### src/rtl/lcd_pkg.sv
package lcd_pkg;
    localparam int unsigned COEF_FRAC = 13;

    typedef enum logic [1:0] {
        CMP_CUR_PLAIN  = 2'b00,
        CMP_CUR_BAND   = 2'b01,
        CMP_VOLT_PLAIN = 2'b10,
        CMP_VOLT_BAND  = 2'b11
    } cmp_mode_e;

    function automatic cmp_mode_e pick_mode(input logic volt, input logic band);
        return cmp_mode_e'({volt, band});
    endfunction
endpackage

### src/rtl/lcd_iir.sv
module lcd_iir #(
    parameter int unsigned SAMPLE_W = 16,
    parameter int unsigned COEF_W   = 13,
    parameter int unsigned LVL_W    = 6
) (
    input  logic                clk,
    input  logic                rst,
    input  logic                gate_i,
    input  logic                vld_i,
    input  logic [SAMPLE_W-1:0] sample_i,
    input  logic [COEF_W-1:0]   coef_i,
    output logic [LVL_W-1:0]    level_o
);
    localparam int unsigned PW = SAMPLE_W + COEF_W + 2;

    typedef struct packed {
        logic [SAMPLE_W-1:0] acc;
    } iir_s;

    iir_s q, d;
    logic signed [SAMPLE_W:0] diff;
    logic signed [PW-1:0]     diff_x;
    logic signed [PW-1:0]     coef_x;
    logic signed [PW-1:0]     prod;
    logic signed [PW-1:0]     step;

    always_comb begin
        d      = q;
        diff   = $signed({1'b0, sample_i}) - $signed({1'b0, q.acc});
        diff_x = PW'(diff);
        coef_x = $signed(PW'(coef_i));
        prod   = diff_x * coef_x;
        step   = prod >>> COEF_W;
        if (gate_i && vld_i) begin
            d.acc = SAMPLE_W'(step + $signed({{(PW-SAMPLE_W){1'b0}}, q.acc}));
        end
    end

    always_ff @(posedge clk) begin
        if (rst) q <= '0;
        else     q <= d;
    end

    assign level_o = q.acc[SAMPLE_W-1 -: LVL_W];

    assert_hold_when_idle_R1: assert property (@(posedge clk) disable iff (rst)
        !gate_i |=> $stable(q.acc));
    assert_no_sample_no_move_R2: assert property (@(posedge clk) disable iff (rst)
        !vld_i |=> $stable(q.acc));
endmodule

### src/rtl/lcd_thresh.sv
module lcd_thresh
    import lcd_pkg::*;
#(
    parameter int unsigned LVL_W = 6
) (
    input  logic             clk,
    input  logic             rst,
    input  logic             gate_i,
    input  logic [LVL_W-1:0] level_i,
    input  logic [LVL_W-1:0] upper_i,
    input  logic [LVL_W-1:0] lower_i,
    input  logic             band_i,
    input  logic             volt_i,
    output logic             closed_o
);
    typedef struct packed {
        logic closed;
    } cmp_s;

    cmp_s      q, d;
    cmp_mode_e mode;

    always_comb begin
        d    = q;
        mode = pick_mode(volt_i, band_i);
        if (gate_i) begin
            unique case (mode)
                CMP_CUR_PLAIN:  d.closed = level_i > upper_i;
                CMP_CUR_BAND:   d.closed = q.closed ? (level_i >= lower_i) : (level_i > upper_i);
                CMP_VOLT_PLAIN: d.closed = level_i < upper_i;
                CMP_VOLT_BAND:  d.closed = q.closed ? (level_i <= upper_i) : (level_i < lower_i);
                default:        d.closed = q.closed;
            endcase
        end
    end

    always_ff @(posedge clk) begin
        if (rst) q <= '0;
        else     q <= d;
    end

    assign closed_o = q.closed;

    assert_cmp_frozen_R1: assert property (@(posedge clk) disable iff (rst)
        !gate_i |=> $stable(closed_o));
    assert_current_above_R3: assert property (@(posedge clk) disable iff (rst)
        gate_i && !band_i && !volt_i && (level_i > upper_i) |=> closed_o);
    assert_voltage_below_R4: assert property (@(posedge clk) disable iff (rst)
        gate_i && !band_i && volt_i && (level_i < upper_i) |=> closed_o);
    assert_current_band_hold_R5: assert property (@(posedge clk) disable iff (rst)
        gate_i && band_i && !volt_i && closed_o && (level_i >= lower_i) |=> closed_o);
    assert_voltage_band_hold_R6: assert property (@(posedge clk) disable iff (rst)
        gate_i && band_i && volt_i && closed_o && (level_i <= upper_i) |=> closed_o);
endmodule

### src/rtl/lcd_debounce.sv
module lcd_debounce #(
    parameter int unsigned DEB_W = 7
) (
    input  logic             clk,
    input  logic             rst,
    input  logic             tick_i,
    input  logic             raw_i,
    input  logic [DEB_W-1:0] interval_i,
    output logic             state_o,
    output logic             flip_o
);
    typedef struct packed {
        logic             state;
        logic [DEB_W-1:0] cnt;
    } deb_s;

    deb_s q, d;

    always_comb begin
        d = q;
        if (raw_i == q.state) begin
            d.cnt = '0;
        end else if (tick_i) begin
            if (q.cnt >= interval_i) begin
                d.state = raw_i;
                d.cnt   = '0;
            end else begin
                d.cnt = q.cnt + 1'b1;
            end
        end
    end

    always_ff @(posedge clk) begin
        if (rst) q <= '0;
        else     q <= d;
    end

    assign state_o = q.state;
    assign flip_o  = d.state != q.state;

    assert_only_on_tick_R7: assert property (@(posedge clk) disable iff (rst)
        !tick_i |=> $stable(state_o));
    assert_restart_on_agree_R7: assert property (@(posedge clk) disable iff (rst)
        (raw_i == state_o) |=> (q.cnt == '0));
    assert_zero_interval_R8: assert property (@(posedge clk) disable iff (rst)
        tick_i && (interval_i == '0) && (raw_i != state_o) |=> (state_o == $past(raw_i)));
endmodule

### src/rtl/loop_closure_det.sv
module loop_closure_det #(
    parameter int unsigned SAMPLE_W  = 16,
    parameter int unsigned COEF_W    = 13,
    parameter int unsigned LVL_W     = 6,
    parameter int unsigned DEB_W     = 7,
    parameter int unsigned LF_W      = 3,
    parameter logic [LF_W-1:0] LF_ACTIVE = 3'd1,
    parameter logic [LF_W-1:0] LF_OHT    = 3'd2
) (
    input  logic                clk,
    input  logic                rst,
    input  logic [SAMPLE_W-1:0] adc_sample,
    input  logic                adc_valid,
    input  logic [LF_W-1:0]     linefeed_state,
    input  logic [COEF_W-1:0]   filt_coef,
    input  logic [LVL_W-1:0]    thr_upper,
    input  logic [LVL_W-1:0]    thr_lower,
    input  logic                hyst_en,
    input  logic                volt_mode,
    input  logic [DEB_W-1:0]    deb_interval,
    input  logic                tick_1ms,
    input  logic                irq_enable,
    input  logic                irq_clear,
    output logic                loop_closed,
    output logic                irq_pending
);
    typedef struct packed {
        logic pend;
    } irq_s;

    logic             gate;
    logic [LVL_W-1:0] level;
    logic             raw_closed;
    logic             flip;
    irq_s             q, d;

    assign gate = (linefeed_state == LF_ACTIVE) || (linefeed_state == LF_OHT);

    lcd_iir #(.SAMPLE_W(SAMPLE_W), .COEF_W(COEF_W), .LVL_W(LVL_W)) u_iir (
        .clk(clk), .rst(rst), .gate_i(gate), .vld_i(adc_valid),
        .sample_i(adc_sample), .coef_i(filt_coef), .level_o(level)
    );

    lcd_thresh #(.LVL_W(LVL_W)) u_thresh (
        .clk(clk), .rst(rst), .gate_i(gate), .level_i(level),
        .upper_i(thr_upper), .lower_i(thr_lower), .band_i(hyst_en),
        .volt_i(volt_mode), .closed_o(raw_closed)
    );

    lcd_debounce #(.DEB_W(DEB_W)) u_deb (
        .clk(clk), .rst(rst), .tick_i(tick_1ms), .raw_i(raw_closed),
        .interval_i(deb_interval), .state_o(loop_closed), .flip_o(flip)
    );

    always_comb begin
        d = q;
        if (irq_clear)          d.pend = 1'b0;
        if (flip && irq_enable) d.pend = 1'b1;
    end

    always_ff @(posedge clk) begin
        if (rst) q <= '0;
        else     q <= d;
    end

    assign irq_pending = q.pend;

    assert_pend_needs_edge_R9: assert property (@(posedge clk) disable iff (rst)
        $rose(irq_pending) |-> (loop_closed != $past(loop_closed)));
    assert_set_beats_clear_R10: assert property (@(posedge clk) disable iff (rst)
        flip && irq_enable |=> irq_pending);
    assert_clear_works_R10: assert property (@(posedge clk) disable iff (rst)
        irq_clear && !(flip && irq_enable) |=> !irq_pending);
    assert_reset_clears_R11: assert property (@(posedge clk)
        rst |=> !loop_closed && !irq_pending);
endmodule

### config.mk
export PLATFORM = sky130hd
export DESIGN_NAME = loop_closure_det
export DESIGN_NICKNAME = d
export VERILOG_FILES = /design/src/rtl/lcd_pkg.sv /design/src/rtl/lcd_iir.sv /design/src/rtl/lcd_thresh.sv /design/src/rtl/lcd_debounce.sv /design/src/rtl/loop_closure_det.sv
export SDC_FILE = /design/constraint.sdc
export NUM_CORES = 1
export LEC_CHECK = 0
export BUFFER_PORTS_ARGS = -buffer_cell sky130_fd_sc_hd__buf_2
export CORE_MARGIN = 3
export CORE_UTILIZATION = 52
export DETAILED_ROUTE_END_ITERATION = 10
export PLACE_DENSITY = 0.82
export SYNTH_ARGS = -nofsm -noshare
export SYNTH_HDL_FRONTEND = slang
export SYNTH_SLANG_ARGS = --single-unit
### constraint.sdc
create_clock -name clk -period 19.2 [get_ports clk]
set_input_delay 0.96 -clock clk [delete_from_list [all_inputs] [get_ports clk]]
set_output_delay 0.96 -clock clk [all_outputs]
set_load 0.03 [all_outputs]
# Yosys cells after proc, flatten, opt, wreduce, memory -nomap -nowiden
# Cells that the tools add are included.
# classes
n_bitwise,0
reduce_logical,6
div_mod_pow,0
eq_ne,7
add_sub_neg,3
shifts,0
n_mux,9
mul,1
n_lt_le_gt_ge,6
# ops
cell,n
multiplier 17 x 14 -> 29 bit,1
subtractor 16 x 16 -> 17 bit,1
adder 16 bit,1
less-than comparator 6 bit,2
two-way mux 8 bit,1
adder 7 x 1 -> 7 bit (second input constant),1
>= comparator 7 bit,1
two-way mux 7 bit,1
>= comparator 6 bit,1
greater-than comparator 6 bit,1
less-or-equal comparator 6 bit,1
two-way mux 1 bit,6
== test 2 bit (second input constant),2
one-hot mux 1 bit (4 select lines),1
== test 3 x 1 -> 1 bit (second input constant),1
== test 3 x 2 -> 1 bit (second input constant),1
== test 2 x 1 -> 1 bit (second input constant),1
logical AND 1 bit,2
zero test 2 bit,1
nonzero test 2 bit,1
OR reduction 2 bit,1
== test 1 bit,1
logical OR 1 bit,1
inequality test 1 bit,1
# totals
rom_bits,0
latch_bits,0
ramBits,0
n_memories,0
output_inout_bits,2
regBits,26

# Depth between registers and ports, before layout
# Gate-level depths: netlist (run 1).
# depth
word_depth,7
ltp_mapped,44
depth_no_buf,43

# Modules after synthesis
# From an unflattened synthesis (run 1), not the netlist that was laid out.
# unflattened
cells_unflattened,1308
area_unflattened_um2,10963.0
# modules_own_cells
module,seq_area_each_um2,cells_each,area_each_um2,instances
lcd_iir,320.3,1180,9988.3,1
lcd_debounce,160.2,65,524.3,1
lcd_thresh,20.0,57,399.1,1
loop_closure_det,20.0,6,51.3,1

# Worst setup path before layout (run 1)
# No wires, ideal clock.
# synth_timing
path_type,input-to-reg
from,in adc_sample[0]
to,reg u_iir.q[15] in the netlist's numbering
arrival_time_ns,9.548
slack_ns,9.582
path_buffers,1
stages,39
path_cell_list,inv_1 > ha_1 > fa_1 > nor2b_1 > o31a_1 > or2_2 > o31a_1 > a21oi_1 > xnor2_1 > clkbuf_1 > and2_1 > fa_1 > inv_1 > fa_1 > inv_1 > fa_1 > fa_1 > fa_1 > [3 not listed] > a221oi_2 > nand4_1 > o21a_1 > a21oi_1 > nor2b_1 > o21a_1 > nor2_1 > ha_1 > and2_1 > a311o_1 > a21oi_1 > o21ai_1 > a21oi_1 > a31o_2 > o21a_1 > nor3_1 > or4_1 > a21oi_1
# synth_via
elab_chain_len,3
# synth_lines
item,line_no,rtl
from (decl),loop_closure_det.sv:12,"input logic [SAMPLE_W-1:0] adc_sample,"
subtractor 16 x 16 -> 17 bit,lcd_iir.sv:29,"diff = $signed({1'b0, sample_i}) - $signed({1'b0, q.acc});"
multiplier 17 x 14 -> 29 bit,lcd_iir.sv:32,prod = diff_x * coef_x;
adder 16 bit,lcd_iir.sv:35,"d.acc = SAMPLE_W'(step + $signed({{(PW-SAMPLE_W){1'b0}}, q.acc}));"
to (signal assigned),lcd_iir.sv:40,if (rst) q <= '0;
to (signal assigned),lcd_iir.sv:41,else q <= d;
to (decl),lcd_iir.sv:20,"iir_s q, d;"
# Every way passes these cells.
# A chain may end at the register's enable or synchronous reset.

# Final worst setup path (run 1)
# Same ends and word-level chain as after synthesis.

==> results.md, run 1 <==
* Filler cell count at approximately 1800
* WL per Instance at roughly 15 um
* Syn. warnings at 0
* Antenna violations before repair at 0
* Pre-CTS WS at 8090 ps
* Hold_buf cts at 0
* Maximum buffer depth of the clock tree at 2
* Die H at between 100 and 150 um
* Initial drt markers at approximately 330
* Final Worst Setup Slack at about 8500 ps
* Worst slew pin tran at roughly 1300 ps
* Number of max-cap violations at 0
* Layout Nets at about 1700
* Drt via density at around 5.3
* Crit path max fanout at 13
* Fmax at 93.8 MHz
* Post-synth EDFFs at 0
* Worst hold slack at 481 ps
* Crit path time final at 10660 ps
* CORE AREA at between 0.015 and 0.02 sq mm
* Combinational family with the most area after synthesis: adder cells
* Synth unique cells at 57
* Vias in the first global route at roughly 8800
* WHS Endpoint: u_iir.q[3]
* First-pass GRT wire length at 40.9 mm
* Placer Congestion at between 0.8 and 0.9
* Router iterations before antenna repair at 4
* Clk_lat worst skew at 260 ps
* Synthesized flop and latch total at 26
* CP Launch Type: input port
* Crit path buf inv count at 4
* Post-layout util at roughly 57%
* Die area at ~0.022 sq mm
* Hpwl dp at between 15 and 20 mm
* CTS H-Tree Depth at 1
* Post-synthesis instance area at roughly 0.011 sq mm
* Total number of vias at roughly 8200
* RSZ-0062 raised after global routing: false
* # clock sinks at 26
* Initial Utilization at approximately 54%
* Post-Synth Adder-Cell Area at between 50% and 60%
* Total track usage at between 20 and 25%
* Cell repeated most along the worst path: fa_1
* TritonCTS clock tree: done
* CP arrival at between 10000 and 15000 ps
* HP Start: u_iir.q[3]
* Clock Skew at roughly 3 ps
* Sequential area share after synthesis at a little under 5%
* Mux cell area share after synthesis at 0%
* Syn_area_per_cell at about 8.5 sq um
* Setup violators final at 0
* Max-slew headroom at 14.2%
* Reg-to-Reg End: u_iir.q[15]
* Commonest non-fill, non-tap cells in the layout: inv_1 (292), fa_1 (204), nand2_1 (173), ha_1 (123), and2_1 (83)
* Diode count at 0
* R2R Path Start: u_iir.q[0]
* Layout cells sized above 1 at around 6.7%
* Num CTS Buffers at 3
* Top cells by area, synth: fa_1 (39%), ha_1 (15%), inv_1 (10%)
* Final ANT Viol Nets at 0
* Synth Flop Type: dfxtp_1
* Final WL at roughly 24 mm
* Synth Net Count at 1635
* Cell depth of the worst hold path at 2
* Setup_tns at 0 ps
* CP Class: in -> reg
* Reg2reg path depth at 37
* FP Rows at 51
* PortBufs at 60
* Syn-to-layout area delta at 5.99%
* Cell accounting for the most synthesized area: fa_1
* Hold crit path type: reg -> reg
* Setup Fix Bufs, Post-CTS at 0
* Compound-Gate Fraction of Synth Area at 7.96%
* # DRC at 0
* GRT overflow at 0
* Status: completed
* Resized cells post-CTS at 0
* Final hold violation count at 0
* Synth Area in XOR/XNOR at about 4.3%
* R2r setup slk at 9030 ps
* Top Family by Delay on Critical Path: adder cells
* Period utilisation layout at a little under three fifths
* Simple-gate area share of the yosys netlist at around 18%
* Clock transition at path regs at around 60 ps
* Synth Instances at between 1000 and 1500
* I/O pin cnt at 61
* Asr flop ratio synth at 0%
* Clk root buf: clkbuf_16
* Setup crit end kind: flip-flop
* CP max stage delay at 940 ps
* Synth top area share at approximately two fifths
* Crit path required time at between 15000 and 20000 ps
* Cell at the slowest stage of the critical path: xnor2_1
* Max-slew violation count at 0
* Most common cell after layout, fill and taps aside: inv_1
* Largest net degree at the start of global routing at 22
* Die X at 149 um
==> layer usage <==
| metal | vias up | track usage (%) | share of wire [%] | wire length, um |
|---|---|---|---|---|
| li1 | 3867 | - | - | - |
| met1 | 4102 | 28.5 | 40 | 9330 |
| met2 | 208 | 41.6 | 54 | 12600 |
| met3 | 49 | 1.61 | 4.1 | 965 |
| met4 | 0 | 6.05 | 2.7 | 638 |
| met5 | - | 0 | 0 | 0 |
==> flip-flops by register name, indices dropped and copies added (netlist names) <==
signal / flops
irq_pending: 1
u_iir.q: 16
u_thresh.closed_o: 1
u_deb.q: 7
u_deb.state_o: 1
==> worst min-delay path: stages, from the launching register on <==
cell and delay (ps):
dfxtp_1 320, nand2_1 60, a21oi_1 50
==> final cells by class <==
cell class                 count  area [sq um]  share of cell area [%]
multi-input combinational    892          8800                    78.6
inverter                     292          1100                    9.79
sequential                    26           520                    4.65
timing repair buffer          68           360                    3.22
tap                          265           332                    2.96
clock buffer                   4          88.8                   0.794
==> worst max-delay path by stage <==
stage / slack, ps / to / cells past startpoint / startpoint
6_report: 8540 / u_iir.q[15] / 39 / adc_sample[0]
5_1_grt: 7850 / u_iir.q[15] / 39 / adc_sample[0]
4_1_cts: 8370 / u_iir.q[15] / 40 / adc_sample[1]
3_5_place_dp: 8090 / u_iir.q[15] / 40 / adc_sample[1]
3_3_place_gp: 8480 / u_iir.q[15] / 40 / adc_sample[1]
2_1_floorplan: 9580 / u_iir.q[15] / 39 / adc_sample[0]
==> stage by stage <==
step / instance area, sq um / instances
CTS: 11200 / 1546
finish: 11200 / 1547
global route: 11200 / 1547
global placement: 11100 / 1542
detailed placement: 11100 / 1542
floorplan: 10600 / 1249
==> synth_stat cells, types with 6 or more instances <==
cell      instances
a211oi_1          6
a21o_1           16
a21oi_1          51
and2_1           83
clkbuf_1         37
dfxtp_1          26
fa_1            204
ha_1            123
inv_1           292
nand2_1         173
nand2b_1         10
nand4_1           9
nor2_1           43
nor2b_1          23
nor3_1            9
o21a_1           11
o21ai_0          13
or2_2             7
xnor2_1          35
xor2_1           17
==> cell families (layout without fill, tap and decap cells) <==
family / Yosys count / after routing
compound gates: 129 / 129
flops: 26 / 26
buf+inv: 331 / 364
simple gates: 384 / 384
fa+ha+maj: 327 / 327
xor+xnor: 52 / 52
Power of run 1 is left out: the tool's default activity adds up to more than one toggle a clock period on the data nets, which glitch-free logic cannot reach.
==> run 2, diff against run 1 <==
--- a/config.mk
+++ b/config.mk
@@ -5,6 +5,7 @@
 export SDC_FILE = /design/constraint.sdc
 export NUM_CORES = 1
 export LEC_CHECK = 0
+export ABC_AREA = 1
 export BUFFER_PORTS_ARGS = -buffer_cell sky130_fd_sc_hd__buf_2
 export CORE_MARGIN = 3
 export CORE_UTILIZATION = 52
==> constraint.sdc (replaced) <==
create_clock -name clk -period 10.7 [get_ports clk]
set_input_delay 0.535 -clock clk [delete_from_list [all_inputs] [get_ports clk]]
set_output_delay 0.535 -clock clk [all_outputs]
set_load 0.03 [all_outputs]
==> run 2 against run 1 <==
Net effect:
- worst hold slack lost 15 ps
- critical path depth grew 5
- final area grew 4.9%
- synthesized cell count grew 17%
- via count grew 16%
- clock skew is essentially flat
- first-iteration DRC count grew 100%
- clock-buffer cell count shrank 1
==> results.md, run 2 <==
* FP Rows at 52 (was 51)
* Synth Net Count at 1851 (was 1635)
* Clock transition at path regs at 70 ps (was 60 ps)
* WL per Instance at 15.7 um (was 15.2 um)
* Synth Instances at 1465 (was 1249)
* Pre-CTS WS at 746 ps (was 8090 ps)
* GRT overflow at 0 (unchanged)
* PortBufs at 60 (unchanged)
* Setup_tns at 0 ps (unchanged)
* Initial drt markers at 669 (was 334)
* # clock sinks at 26 (unchanged)
* Syn-to-layout area delta at 5.82% (was 5.99%)
* CORE AREA at 0.0206 sq mm (was 0.0197 sq mm)
* M1 GR Usage at 31.0% (was 28.5%)
* Hpwl dp at 24.1 mm (was 19.7 mm)
* Syn_area_per_cell at 7.57 sq um (was 8.46 sq um)
* Crit path required time at 10870 ps (was 19390 ps)
* Mux cell area share after synthesis at 0% (unchanged)
* Final ANT Viol Nets at 0 (unchanged)
* Synthesized flop and latch total at 26 (unchanged)
* Top cells by area, synth: fa_1 (37%), ha_1 (14%), inv_1 (13%) (was fa_1 (39%), ha_1 (15%), inv_1 (10%))
* Synth Area in XOR/XNOR at 3.08% (was 4.31%)
* Grt peak-use layer: met2 (unchanged)
* Cell repeated most along the worst path: inv_1 (was fa_1)
* Commonest non-fill, non-tap cells in the layout: inv_1 (380), nand2_1 (244), fa_1 (204), nor2_1 (148), ha_1 (123) (was inv_1 (292), fa_1 (204), nand2_1 (173), ha_1 (123), and2_1 (83))
* Router iterations before antenna repair at 5 (was 4)
* Final Worst Setup Slack at 818 ps (was 8540 ps)
* Crit path max fanout at 9 (was 13)
* Layout Nets at 1894 (was 1669)
* List of most frequent post-synthesis cells: inv_1 (380), nand2_1 (244), fa_1 (204), nor2_1 (148), ha_1 (123) (was inv_1 (292), fa_1 (204), nand2_1 (173), ha_1 (123), and2_1 (83))
* Hold crit path type: reg -> reg (unchanged)
* Most flop-heavy register: u_iir.q (unchanged)
* Status: completed (unchanged)
* Hold_buf cts at 0 (unchanged)
* Die H at 152 um (was 149 um)
* Setup violators final at 0 (unchanged)
* Period utilisation layout at roughly 92%
* Resized cells post-CTS at 0 (unchanged)
* Compound-Gate Fraction of Synth Area at 8.48% (was 7.96%)
* First-pass GRT wire length at 46.5 mm (was 40.9 mm)
* Layout cells sized above 1 at 7.37% (was 6.71%)
* Syn. warnings at 0 (unchanged)
* CP arrival at 10050 ps (was 10850 ps)
* CTS H-Tree Depth at 1 (unchanged)
* Cell at the slowest stage of the critical path: xor2_1 (was xnor2_1)
* Placer Congestion at 0.964 (was 0.876)
* Cell accounting for the most synthesized area: fa_1 (unchanged)
* Max-slew headroom at 21.9% (was 14.2%)
* CP max stage delay at 890 ps (was 940 ps)
* Post-synthesis instance area at 0.0111 sq mm (was 0.0106 sq mm)
* Final hold violation count at 0 (unchanged)
* Sequential area share after synthesis at 4.69% (was 4.93%)
* Combinational family with the most area after synthesis: adder cells (unchanged)
* Num CTS Buffers at 3 (unchanged)
* CP Class: in -> reg (unchanged)
* Largest registers: u_iir.q (16), u_deb.q (7) (unchanged)
* M3 GR Usage at 4.95% (was 1.61%)
* Post-synth EDFFs at 0 (unchanged)
* Asr flop ratio synth at 0% (unchanged)
* Maximum buffer depth of the clock tree at 2 (unchanged)
* Final WL at 27.8 mm (was 23.6 mm)
* Clk root buf: clkbuf_16 (unchanged)
* Synth top area share at 36.8% (was 38.7%)
* Crit path time final at a little under 10000 ps
* CP Launch Type: input port (unchanged)
* Worst slew pin tran at 1170 ps (was 1280 ps)
* Fmax at 101 MHz
* Synth unique cells at 52 (was 57)
* Largest net degree at the start of global routing at 22 (unchanged)
* Most common cell after layout, fill and taps aside: inv_1 (unchanged)
* Setup Fix Bufs, Post-CTS at 0 (unchanged)
* Die X at 152 um (was 149 um)
* Initial Utilization at 53.8% (was 53.6%)
* Number of max-cap violations at 0 (unchanged)
* Total track usage at 24.4% (was 22.5%)
* I/O pin cnt at 61 (unchanged)
* # DRC at 0 (unchanged)
* Drt via density at 5.35 (was 5.32)
* Max-slew violation count at 0 (unchanged)
* Count leader, synth: inv_1 (unchanged)
* TritonCTS clock tree: done (unchanged)
* Max reg flops at 16 (unchanged)
* Simple-gate area share of the yosys netlist at 18.8% (was 17.8%)
* RSZ-0062 raised after global routing: false (unchanged)
* Vias in the first global route at 9882 (was 8849)
* Synth Flop Type: dfxtp_1 (unchanged)
* Diode count at 0 (unchanged)
* Clock Skew at 3.22 ps (was 2.94 ps)
* Antenna violations before repair at 0 (unchanged)
* Die area at 0.0231 sq mm (was 0.0221 sq mm)
* Met2 Track Usage GR at 40.8% (was 41.6%)
* Post-Synth Adder-Cell Area at 50.7% (was 53.2%)
* Total number of vias at 9514 (was 8226)
* Clk_lat worst skew at 270 ps (was 260 ps)
* Setup crit end kind: flip-flop (unchanged)
## run 2: cell types whose count changed after synthesis, sizes merged, moves of 21 or more
cell	delta
xnor2	-21
inv	+93
nor2b	-23
o21ai	+33
a21oi	+36
nand2	+80
nor2	+107
nand3	+39
and2	-83
## run 2: worst max-delay path: cells and delay by family
kind	cells	cell delay, ps
AOI/OAI and AO/OA	11	2320
xor gates and xnor gates	3	1220
buffers and inverters	10	890
adders and majority gates	10	4050
and+or+nand+nor	10	1010
## run 2: stage by stage
stage | instances | area [sq um] | utilization, % | hold WS [ps]
floorplan | 1465 | 11100 | - | 453
global placement | 1773 | 11600 | 56.4 | 452
detailed placement | 1773 | 11600 | 56.4 | 461
CTS | 1777 | 11700 | 56.9 | 472
global route | 1777 | 11700 | 56.9 | 505
finish | 1777 | 11700 | 56.9 | 467
## run 2: cell type report
cell class                      count  area, sq um
Clock buffer                        3         75.1
Clock inverter                      1         30.0
Fill cell                        1850         8890
Inverter                          390         1460
Multi-Input combinational cell   1025         8990
Sequential cell                    26          520
Tap cell                          270          338
Timing Repair Buffer               62          315
## run 2: worst paths after layout
| kind | end | from | slack (ps) | depth (start not counted) |
|---|---|---|---|---|
| hold / removal | irq_pending | irq_pending | 470 | 2 |
| hold reg to reg | irq_pending | irq_pending | 470 | 2 |
| setup / recovery | u_iir.q[11] | adc_sample[0] | 820 | 44 |
| setup reg to reg | u_iir.q[11] | u_iir.q[0] | 860 | 42 |
## run 2: layer usage
layer,vias up,part of all wire [%]
met2,372,48
li1,4469,-
met3,101,7.9
met4,0,4.7
met1,4572,40
met5,-,0
## run 2: cell families (layout without fill, tap and decap cells)
kind of cell	count (synthesis)	count (layout)
xor+xnor	39	39
fa+ha+maj	327	327
simple gates	494	494
buf+inv	414	456
flops	26	26
compound gates	165	165
Power of run 2 is left out for the same reason.
